File: src/rtl/sid_pkg.sv
`timescale 1ns/1ps
// Package sid_pkg
// Shared state encoding, register word indices and response code for the
// serial identifier reader. Assumes 32-bit words on a byte-addressed bus.
package sid_pkg;

    typedef enum logic [1:0] {
        ST_RESET = 2'd0,
        ST_READ  = 2'd1,
        ST_DONE  = 2'd2
    } sid_state_e;

    localparam int WORD_ID_LO  = 0;   // byte offset 0x00
    localparam int WORD_ID_HI  = 1;   // byte offset 0x04
    localparam int WORD_STATUS = 2;   // byte offset 0x08

    localparam logic [1:0] RESP_OKAY = 2'b00;

endpackage

File: src/rtl/sid_ctrl.sv
`timescale 1ns/1ps
// Module sid_ctrl
// Sequences the serial identifier source. The first cycle after reset
// drives load and shift together. The next ID_BITS cycles drive shift alone
// and enable capture, and the controller then parks in the done state.
// Assumes the source presents bit 0 after the edge that samples load, and
// the next bit after each later edge with shift high.
module sid_ctrl
    import sid_pkg::*;
#(
    parameter int ID_BITS = 57
) (
    input  logic clk,
    input  logic rst_n,
    output logic src_load,
    output logic src_shift,
    output logic cap_en,
    output logic done
);

    localparam int CNT_W = $clog2(ID_BITS);
    localparam logic [CNT_W-1:0] LAST_BIT = CNT_W'(ID_BITS - 1);

    sid_state_e       state;
    logic [CNT_W-1:0] bit_cnt;

    // State and captured-bit counter advance.
    always_ff @(posedge clk) begin
        if (!rst_n) begin
            state   <= ST_RESET;
            bit_cnt <= '0;
        end else begin
            case (state)
                ST_RESET: begin
                    state   <= ST_READ;
                    bit_cnt <= '0;
                end
                ST_READ: begin
                    if (bit_cnt == LAST_BIT) begin
                        state <= ST_DONE;
                    end else begin
                        bit_cnt <= bit_cnt + 1'b1;
                    end
                end
                default: state <= ST_DONE;
            endcase
        end
    end

    // Source controls, quiet while reset is held.
    always_comb begin
        src_load  = rst_n && (state == ST_RESET);
        src_shift = rst_n && ((state == ST_RESET) || (state == ST_READ));
        cap_en    = (state == ST_READ);
        done      = (state == ST_DONE);
    end

endmodule

File: src/rtl/sid_capture.sv
`timescale 1ns/1ps
// Module sid_capture
// Assembles the serial identifier into the holding register. Each captured
// bit enters at the top of an ID_BITS-wide shift register and moves down,
// so after ID_BITS captures the first bit sits at bit 0. Holding bits above
// ID_BITS read as zero. Assumes HOLD_W >= ID_BITS.
module sid_capture #(
    parameter int ID_BITS = 57,
    parameter int HOLD_W  = 64
) (
    input  logic              clk,
    input  logic              rst_n,
    input  logic              cap_en,
    input  logic              serial_in,
    output logic [HOLD_W-1:0] id_value
);

    localparam int PAD_W = HOLD_W - ID_BITS;

    logic [ID_BITS-1:0] shreg;

    // Shift one serial bit in per enabled cycle.
    always_ff @(posedge clk) begin
        if (!rst_n) begin
            shreg <= '0;
        end else if (cap_en) begin
            shreg <= {serial_in, shreg[ID_BITS-1:1]};
        end
    end

    generate
        if (PAD_W > 0) begin : g_pad
            assign id_value = {{PAD_W{1'b0}}, shreg};
        end else begin : g_nopad
            assign id_value = shreg;
        end
    endgenerate

endmodule

File: src/rtl/sid_axil_rd.sv
`timescale 1ns/1ps
// Module sid_axil_rd
// AXI4-Lite read channel. Decodes the word index, snapshots the selected
// word when the address is accepted, and holds it with RVALID until RREADY.
// One response at a time: ARREADY is low while a response is pending.
// Assumes ADDR_W >= 4 and HOLD_W - DATA_W <= DATA_W.
module sid_axil_rd
    import sid_pkg::*;
#(
    parameter int HOLD_W = 64,
    parameter int DATA_W = 32,
    parameter int ADDR_W = 4
) (
    input  logic              clk,
    input  logic              rst_n,
    input  logic [ADDR_W-1:0] araddr,
    input  logic              arvalid,
    output logic              arready,
    output logic [DATA_W-1:0] rdata,
    output logic [1:0]        rresp,
    output logic              rvalid,
    input  logic              rready,
    input  logic [HOLD_W-1:0] id_value,
    input  logic              done
);

    localparam int WIDX_W = ADDR_W - 2;
    localparam int HI_W   = HOLD_W - DATA_W;
    localparam logic [WIDX_W-1:0] IDX_LO   = WIDX_W'(WORD_ID_LO);
    localparam logic [WIDX_W-1:0] IDX_HI   = WIDX_W'(WORD_ID_HI);
    localparam logic [WIDX_W-1:0] IDX_STAT = WIDX_W'(WORD_STATUS);

    logic [WIDX_W-1:0] widx;
    logic [DATA_W-1:0] hi_word;
    logic [DATA_W-1:0] rdata_sel;
    logic              unused_addr_lsb;

    assign widx            = araddr[ADDR_W-1:2];
    assign unused_addr_lsb = ^araddr[1:0];

    generate
        if (HI_W == DATA_W) begin : g_hi_full
            assign hi_word = id_value[HOLD_W-1:DATA_W];
        end else begin : g_hi_pad
            assign hi_word = {{(DATA_W-HI_W){1'b0}}, id_value[HOLD_W-1:DATA_W]};
        end
    endgenerate

    // Word select by index; unmapped indices read zero.
    always_comb begin
        case (widx)
            IDX_LO:   rdata_sel = id_value[DATA_W-1:0];
            IDX_HI:   rdata_sel = hi_word;
            IDX_STAT: rdata_sel = {{(DATA_W-1){1'b0}}, done};
            default:  rdata_sel = '0;
        endcase
    end

    assign arready = !rvalid;
    assign rresp   = RESP_OKAY;

    // Response register: load on accept, release on RREADY.
    always_ff @(posedge clk) begin
        if (!rst_n) begin
            rvalid <= 1'b0;
            rdata  <= '0;
        end else if (arvalid && arready) begin
            rvalid <= 1'b1;
            rdata  <= rdata_sel;
        end else if (rvalid && rready) begin
            rvalid <= 1'b0;
        end
    end

endmodule

File: src/rtl/sid_axil_wr.sv
`timescale 1ns/1ps
// Module sid_axil_wr
// AXI4-Lite write channel that acknowledges and discards writes. Address
// and data may arrive in either order; once both have been taken, a single
// OKAY response is raised and held until BREADY. No new write is accepted
// while that response is pending.
module sid_axil_wr
    import sid_pkg::*;
(
    input  logic       clk,
    input  logic       rst_n,
    input  logic       awvalid,
    output logic       awready,
    input  logic       wvalid,
    output logic       wready,
    output logic [1:0] bresp,
    output logic       bvalid,
    input  logic       bready
);

    logic aw_held;
    logic w_held;
    logic aw_next;
    logic w_next;

    assign awready = !aw_held && !bvalid;
    assign wready  = !w_held && !bvalid;
    assign aw_next = aw_held || (awvalid && awready);
    assign w_next  = w_held || (wvalid && wready);
    assign bresp   = RESP_OKAY;

    // Track accepted halves and raise or drop the response.
    always_ff @(posedge clk) begin
        if (!rst_n) begin
            aw_held <= 1'b0;
            w_held  <= 1'b0;
            bvalid  <= 1'b0;
        end else if (bvalid) begin
            if (bready) begin
                bvalid <= 1'b0;
            end
        end else if (aw_next && w_next) begin
            bvalid  <= 1'b1;
            aw_held <= 1'b0;
            w_held  <= 1'b0;
        end else begin
            aw_held <= aw_next;
            w_held  <= w_next;
        end
    end

endmodule

File: src/rtl/serial_id_reader.sv
`timescale 1ns/1ps
// Module serial_id_reader
// Top level: reads a serial device identifier after reset and exposes it
// over a read-only AXI4-Lite slave. Word 0 holds identifier bits 31:0,
// word 1 the remaining bits, word 2 the completion flag. Writes are
// acknowledged and ignored. Assumes a single clock and synchronous reset.
module serial_id_reader #(
    parameter int ID_BITS = 57,
    parameter int HOLD_W  = 64,
    parameter int DATA_W  = 32,
    parameter int ADDR_W  = 4
) (
    input  logic                clk,
    input  logic                rst_n,
    output logic                id_load,
    output logic                id_shift,
    input  logic                id_dout,
    output logic                id_done,
    input  logic [ADDR_W-1:0]   s_awaddr,
    input  logic                s_awvalid,
    output logic                s_awready,
    input  logic [DATA_W-1:0]   s_wdata,
    input  logic [DATA_W/8-1:0] s_wstrb,
    input  logic                s_wvalid,
    output logic                s_wready,
    output logic [1:0]          s_bresp,
    output logic                s_bvalid,
    input  logic                s_bready,
    input  logic [ADDR_W-1:0]   s_araddr,
    input  logic                s_arvalid,
    output logic                s_arready,
    output logic [DATA_W-1:0]   s_rdata,
    output logic [1:0]          s_rresp,
    output logic                s_rvalid,
    input  logic                s_rready
);

    logic              cap_en;
    logic [HOLD_W-1:0] id_value;
    logic              unused_wr_payload;

    assign unused_wr_payload = ^{s_awaddr, s_wdata, s_wstrb};

    sid_ctrl #(.ID_BITS(ID_BITS)) u_ctrl (
        .clk       (clk),
        .rst_n     (rst_n),
        .src_load  (id_load),
        .src_shift (id_shift),
        .cap_en    (cap_en),
        .done      (id_done)
    );

    sid_capture #(.ID_BITS(ID_BITS), .HOLD_W(HOLD_W)) u_capture (
        .clk       (clk),
        .rst_n     (rst_n),
        .cap_en    (cap_en),
        .serial_in (id_dout),
        .id_value  (id_value)
    );

    sid_axil_rd #(.HOLD_W(HOLD_W), .DATA_W(DATA_W), .ADDR_W(ADDR_W)) u_rd (
        .clk      (clk),
        .rst_n    (rst_n),
        .araddr   (s_araddr),
        .arvalid  (s_arvalid),
        .arready  (s_arready),
        .rdata    (s_rdata),
        .rresp    (s_rresp),
        .rvalid   (s_rvalid),
        .rready   (s_rready),
        .id_value (id_value),
        .done     (id_done)
    );

    sid_axil_wr u_wr (
        .clk     (clk),
        .rst_n   (rst_n),
        .awvalid (s_awvalid),
        .awready (s_awready),
        .wvalid  (s_wvalid),
        .wready  (s_wready),
        .bresp   (s_bresp),
        .bvalid  (s_bvalid),
        .bready  (s_bready)
    );

endmodule

File: config.mk
export PLATFORM = sky130hd
export DESIGN_NAME = serial_id_reader
export DESIGN_NICKNAME = d
export VERILOG_FILES = /design/src/rtl/sid_pkg.sv /design/src/rtl/sid_ctrl.sv /design/src/rtl/sid_capture.sv /design/src/rtl/sid_axil_rd.sv /design/src/rtl/sid_axil_wr.sv /design/src/rtl/serial_id_reader.sv
export SDC_FILE = /design/constraint.sdc
export NUM_CORES = 1
export LEC_CHECK = 0
export ABC_AREA = 1
export BUFFER_PORTS_ARGS = -buffer_cell sky130_fd_sc_hd__buf_2
export CAP_MARGIN = 10
export CORE_MARGIN = 8
export CORE_UTILIZATION = 30
export DETAILED_ROUTE_END_ITERATION = 8
export SYNTH_ARGS = -nofsm -noshare
export SYNTH_HDL_FRONTEND = slang
export SYNTH_SLANG_ARGS = --single-unit
File: constraint.sdc
create_clock -name clk -period 1.5 [get_ports clk]
set_input_delay 0.375 -clock clk [delete_from_list [all_inputs] [get_ports clk]]
set_output_delay 0.375 -clock clk [all_outputs]
set_load 0.01 [all_outputs]
==> flow_metrics.env, run 1 <==
export IMPL_intPower_w=0.004308
export IMPL_min_path_type="input pin to flop"
export IMPL_n_antenna_cell=0
export IMPL_synth_mux_area_fraction=0
export IMPL_slowest_stage="dfxtp_2"
export IMPL_fin_crit_sh=0.9377
export IMPL_cts_root_buffer="clkbuf_16"
export IMPL_vias=3341
export IMPL_grt_pass1_wl_mm=15.18
export IMPL_synth_seq_area_share=0.5163
export IMPL_netSwitchingFraction=0.2626
export IMPL_drv_slew=0
export IMPL_yosysWarningCount=0
export IMPL_mostFrequentLayoutCell="nor2_1"
export IMPL_peakVddDrop_v=0.0006366
export IMPL_cp_end_kind="output port"
export IMPL_syn_avg_cell_area_um2=7.590
export IMPL_yosys_area_share_adder=0.006390
export IMPL_die_area_um2=16970
export IMPL_drc=0
export IMPL_ys_ff_latch=101
export IMPL_min_period_ns=1.407
export IMPL_wl_per_cell_um=12.32
export IMPL_viasPerCell=4.546
export IMPL_hold_violations=0
export IMPL_rr_worst_depth=8
export IMPL_ant_nets=0
export IMPL_tns_ns=0
export IMPL_io_pins=96
export IMPL_die_w_um=130.3
export IMPL_path_class="flop to output port"
export IMPL_synth_top_family_by_area="simple AND/OR/NAND/NOR gates"
export IMPL_drv_cap=0
export IMPL_synth_xor_area_share=0
export IMPL_synth_distinct_cells=30
export IMPL_place_congestion=0.7637
export IMPL_pwr_share_comb=0.116
export IMPL_holdPathStages=2
export IMPL_fmax_mhz=710.9
export IMPL_clk_pin_slew_ns=0.07
export IMPL_drt_first_pass_iters=4
export IMPL_hold_buffers=0
export IMPL_drive_gt1_frac=0.1918
export IMPL_gr_total_overflow=0
export IMPL_status="finished clean"
export IMPL_dp_hpwl_mm=6.259
export IMPL_insertion_delay_ns=0.33
export IMPL_crit_path_cell_trace="nor2_2, inv_2, nor2_1, buf_2"
export IMPL_min_from="s_bready"
export IMPL_initial_utilization=0.3091
export IMPL_netlist_instances=516
export IMPL_cts_htree_levels=3
export IMPL_final_fill_count=1337
export IMPL_synth_cell_area_um2=3916
export IMPL_r2r_start="u_ctrl.bit_cnt[0]"
export IMPL_core_area_um2=12670
export IMPL_stdcell_area_um2=4631
export IMPL_p_per_area_nw_per_um2=1262
export IMPL_place_inst=719
export IMPL_fin_cells=735
export IMPL_cts_tree="done"
export IMPL_postCtsSetupBuffers=0
export IMPL_synth_simple_area_share=0.2575
export IMPL_clock_skew_ns=0.006163
export IMPL_first_global_vias=3185
export IMPL_mostFrequentLayoutCells="129 x nor2_1, 102 x nand2_1, 99 x dfxtp_1"
export IMPL_setup_worst_path_start="u_ctrl.state[0]"
export IMPL_crit_fanout=5
export IMPL_rsz0062_at_grt="false"
export IMPL_clockBufferDepth=2
export IMPL_required_ns=1.12
export IMPL_setup_viol=0
export IMPL_wl_mm=9.053
export IMPL_seqPwrFrac=0.517
export IMPL_synth_compound_area_share=0.1492
export IMPL_clockPowerShare=0.368
export IMPL_die_y_um=130.3
export IMPL_placed_area_um2=4347
export IMPL_finalNetCount=612
export IMPL_antenna_found_initial=0
export IMPL_track_usage=0.1101
export IMPL_portBuffers=49
export IMPL_clock_sinks=101
export IMPL_arrival_ns=1.03
export IMPL_numCtsBuffers=9
export IMPL_startpoint_type="flop"
export IMPL_crit_path_max_incr_delay_ns=0.35
export IMPL_switchingPower_w=0.001534
export IMPL_detail_route_iter0_violations=230
export IMPL_row_count=41
export IMPL_grt_max_degree=48
export IMPL_area_growth_syn_to_layout_pct=18.24
export IMPL_cts_resized=1
export IMPL_cellLeakagePower_nw=1.872
[power by group through the flow]
| stage | clock network, W | logic [W] | registers [W] |
|---|---|---|---|
| 2_1_floorplan | 0 | 0.000487 | 0.00306 |
| 3_3_place_gp | 0 | 0.000664 | 0.00307 |
| 3_5_place_dp | 0 | 0.000682 | 0.00307 |
| 4_1_cts | 0.00222 | 0.000685 | 0.00302 |
| 5_1_grt | 0.00233 | 0.000774 | 0.00305 |
| 6_report | 0.00215 | 0.000675 | 0.00302 |
[layer usage]
layer  global-route usage  vias up  share of wire
met5                    0        -              0
met4              0.03825        0          0.015
met3              0.03305        9          0.052
met2               0.1804       64           0.46
met1               0.1343     1534           0.47
li1                     -     1734              -
[registers in the layout, indices dropped and copies added, names as in the netlist]
signal and count:
u_wr.w_held 1, u_wr.bvalid 1, u_capture.shreg 57, u_ctrl.bit_cnt 6, u_wr.aw_held 1, u_ctrl.state 2
u_rd.rdata 32, u_rd.rvalid 1
[critical path, delay by kind of cell (launching register included)]
kind	cells	cell delay, ns
buffers and inverters	2	0.19
flip-flops	1	0.35
AND/OR/NAND/NOR	2	0.16
[worst paths after layout]
check	end	slack [ns]
worst min-delay path	u_wr.bvalid	0.24
worst min register to register	u_rd.rdata[31]	0.47
worst max-delay path	id_load	0.09
worst max register to register	u_ctrl.bit_cnt[2]	0.12
[synth_stat cells, drive strengths merged]
library cell,number,area share
a21o,1,0.0019
nand3,6,0.0077
o32ai,1,0.0022
ha,2,0.0064
conb,1,0.00096
and2,1,0.0016
a21oi,11,0.014
buf,21,0.037
nand4,3,0.0048
o211ai,2,0.0038
o21bai,2,0.0048
inv,18,0.017
nand2,111,0.11
dfxtp,101,0.52
nor3,1,0.0026
a31oi,24,0.043
clkbuf,16,0.015
o21a,1,0.0019
a211oi,1,0.0019
nor2,133,0.13
o21ai,59,0.075
[kinds of logic after synthesis]
group	after synthesis
compound gates	102
flops	101
other cells	1
fa+ha+maj	2
simple gates	255
buf+inv	55
[per-stage QoR]
step | setup slack (ns) | hold slack (ns) | total power, W | utilization
6_report | 0.09339 | 0.2351 | 0.005842 | 0.3655
5_1_grt | 0.006815 | 0.2388 | 0.006156 | 0.3655
4_1_cts | 0.02841 | 0.2258 | 0.005917 | 0.3651
3_5_place_dp | 0.1066 | 0.4599 | 0.003756 | 0.3430
3_3_place_gp | 0.1002 | 0.4544 | 0.003732 | 0.3430
2_1_floorplan | 0.02797 | 0.4503 | 0.003543 | -
[cell type report]
class	instances	area, um^2	share of cell area
sequential	101	2024	0.4372
multi-input combinational	363	1644	0.3550
timing repair buffer	65	402.9	0.08700
clock buffer	12	246.5	0.05323
tap	172	215.2	0.04647
inverter	18	67.56	0.01459
clock inverter	4	30.03	0.006485
No activity file was read; power rests on OpenSTA's default activity.
==> run 2: changes to the inputs <==
--- a/config.mk
+++ b/config.mk
@@ -8,9 +8,13 @@
 export ABC_AREA = 1
 export BUFFER_PORTS_ARGS = -buffer_cell sky130_fd_sc_hd__buf_2
 export CAP_MARGIN = 10
+export CELL_PAD_IN_SITES_DETAIL_PLACEMENT = 1
+export CELL_PAD_IN_SITES_GLOBAL_PLACEMENT = 2
 export CORE_MARGIN = 8
-export CORE_UTILIZATION = 30
+export CORE_UTILIZATION = 29
 export DETAILED_ROUTE_END_ITERATION = 8
+export GPL_ROUTABILITY_DRIVEN = 0
+export PLACE_DENSITY_LB_ADDON = 0.1
 export SYNTH_ARGS = -nofsm -noshare
 export SYNTH_HDL_FRONTEND = slang
 export SYNTH_SLANG_ARGS = --single-unit
==> run 2 against run 1 <==
Net effect: register-to-register slack gained 0.06 ns; critical path type unchanged; sequential power is essentially flat; highest routed layer unchanged; die area grew 3.0%.
==> flow_metrics.env, run 2 (synthesis results as in run 1) <==
export IMPL_placed_area_um2=4344
export IMPL_grt_max_degree=64
export IMPL_setup_viol=0
export IMPL_largest_register_ffs=57
export IMPL_min_path_type="input pin to flop"
export IMPL_required_ns=1.12
export IMPL_dp_hpwl_mm=6.833
export IMPL_cts_htree_levels=3
export IMPL_portBuffers=49
export IMPL_area_growth_syn_to_layout_pct=19.97
export IMPL_viasPerCell=4.531
export IMPL_cts_root_buffer="clkbuf_16"
export IMPL_clock_skew_ns=0.006894
export IMPL_track_usage=0.1235
export IMPL_fmax_mhz=691.2
export IMPL_wl_per_cell_um=14.15
export IMPL_n_antenna_cell=0
export IMPL_detail_route_iter0_violations=182
export IMPL_clock_sinks=101
export IMPL_drv_cap=0
export IMPL_initial_utilization=0.2957
export IMPL_fin_crit_sh=0.9645
export IMPL_vias=3344
export IMPL_cellLeakagePower_nw=1.901
export IMPL_die_w_um=132.2
export IMPL_fin_util=0.3548
export IMPL_insertion_delay_ns=0.35
export IMPL_min_period_ns=1.447
export IMPL_switchingPower_w=0.001637
export IMPL_die_y_um=132.2
export IMPL_p_per_area_nw_per_um2=1357
export IMPL_hold_violations=0
export IMPL_path_class="flop to output port"
export IMPL_gr_total_overflow=0
export IMPL_regMostFlops="u_capture.shreg"
export IMPL_antenna_found_initial=0
export IMPL_pwr_share_comb=0.110
export IMPL_grt_pass1_wl_mm=17.57
export IMPL_cts_tree="done"
export IMPL_peakVddDrop_v=0.0004739
export IMPL_ant_nets=0
export IMPL_mostFrequentLayoutCell="nor2_1"
export IMPL_finalNetCount=611
export IMPL_drv_slew=0
export IMPL_reg_top3="u_capture.shreg x57, u_rd.rdata x32, u_ctrl.bit_cnt x6"
export IMPL_final_fill_count=1646
export IMPL_die_area_um2=17480
export IMPL_startpoint_type="flop"
export IMPL_mostFrequentLayoutCells="130 x nor2_1, 101 x nand2_1, 100 x dfxtp_1"
export IMPL_netSwitchingFraction=0.2568
export IMPL_arrival_ns=1.07
export IMPL_drc=0
export IMPL_clockPowerShare=0.416
export IMPL_rsz0062_at_grt="true"
export IMPL_core_area_um2=13240
export IMPL_numCtsBuffers=9
export IMPL_clockBufferDepth=2
export IMPL_stdcell_area_um2=4698
export IMPL_row_count=42
export IMPL_cts_resized=1
export IMPL_seqPwrFrac=0.474
export IMPL_cp_end_kind="output port"
export IMPL_wl_mm=10.44
export IMPL_intPower_w=0.004738
export IMPL_tns_ns=0
export IMPL_crit_fanout=3
export IMPL_drive_gt1_frac=0.1922
export IMPL_status="finished clean"
export IMPL_drt_first_pass_iters=4
export IMPL_hold_buffers=0
export IMPL_clk_pin_slew_ns=0.07
export IMPL_io_pins=96
export IMPL_postCtsSetupBuffers=0
export IMPL_first_global_vias=3453
run 2: cell types whose count changed in the layout (fill, tap and decap cells not counted), sizes merged:
cell	before	now
buf	65	64
inv	20	19
bufinv	0	2
clkinv	1	0
run 2: metrics by stage:
| step | hold WS (ns) | setup slack, ns | cells | power [W] |
|---|---|---|---|---|
| global placement | 0.4521 | 0.04902 | 722 | 0.003775 |
| global route | 0.1919 | -0.01450 | 738 | 0.006705 |
| finish | 0.2056 | 0.05328 | 738 | 0.006375 |
| detailed placement | 0.4565 | 0.05358 | 722 | 0.003794 |
| CTS | 0.1942 | 0.01271 | 738 | 0.006484 |
| floorplan | 0.4503 | 0.02797 | 519 | 0.003543 |
run 2: worst paths after layout:
check,cells past startpoint,slack (ns),to,from
max,4,0.05,id_load,u_ctrl.state[1]
max reg2reg,8,0.18,u_ctrl.bit_cnt[1],u_ctrl.bit_cnt[0]
min,2,0.21,u_wr.bvalid,s_bready
min reg2reg,2,0.46,u_rd.rdata[25],u_rd.rdata[25]
run 2: worst max-delay path: stages, from the launching register on:
cell and delay [ns]:
dfxtp_1 0.33, nor2_1 0.13, inv_2 0.06, nor2_1 0.07
buf_2 0.13
run 2: power groups by stage:
stage	Sequential (W)	Clock, W	Combinational [W]
2_1_floorplan	0.00306	0	0.000487
3_3_place_gp	0.00307	0	0.000700
3_5_place_dp	0.00308	0	0.000712
4_1_cts	0.00302	0.00275	0.000715
5_1_grt	0.00305	0.00285	0.000805
6_report	0.00302	0.00265	0.000700
run 2: layout make-up:
type / instances / area, um^2 / share of cell area
Timing Repair Buffer: 64 / 395.4 / 0.08415
Clock buffer: 12 / 266.5 / 0.05672
Multi-Input combinational cell: 363 / 1649 / 0.3510
Tap cell: 176 / 220.2 / 0.04687
Clock inverter: 4 / 76.32 / 0.01624
Sequential cell: 101 / 2023 / 0.4306
Inverter: 18 / 67.56 / 0.01438
run 2: metal layers:
metal | up-vias | track usage | part of all wire
li1 | 1729 | - | -
met3 | 12 | 0.04116 | 0.035
met4 | 0 | 0.03659 | 0.014
met2 | 37 | 0.1959 | 0.46
met1 | 1566 | 0.1556 | 0.49
met5 | - | 0 | 0
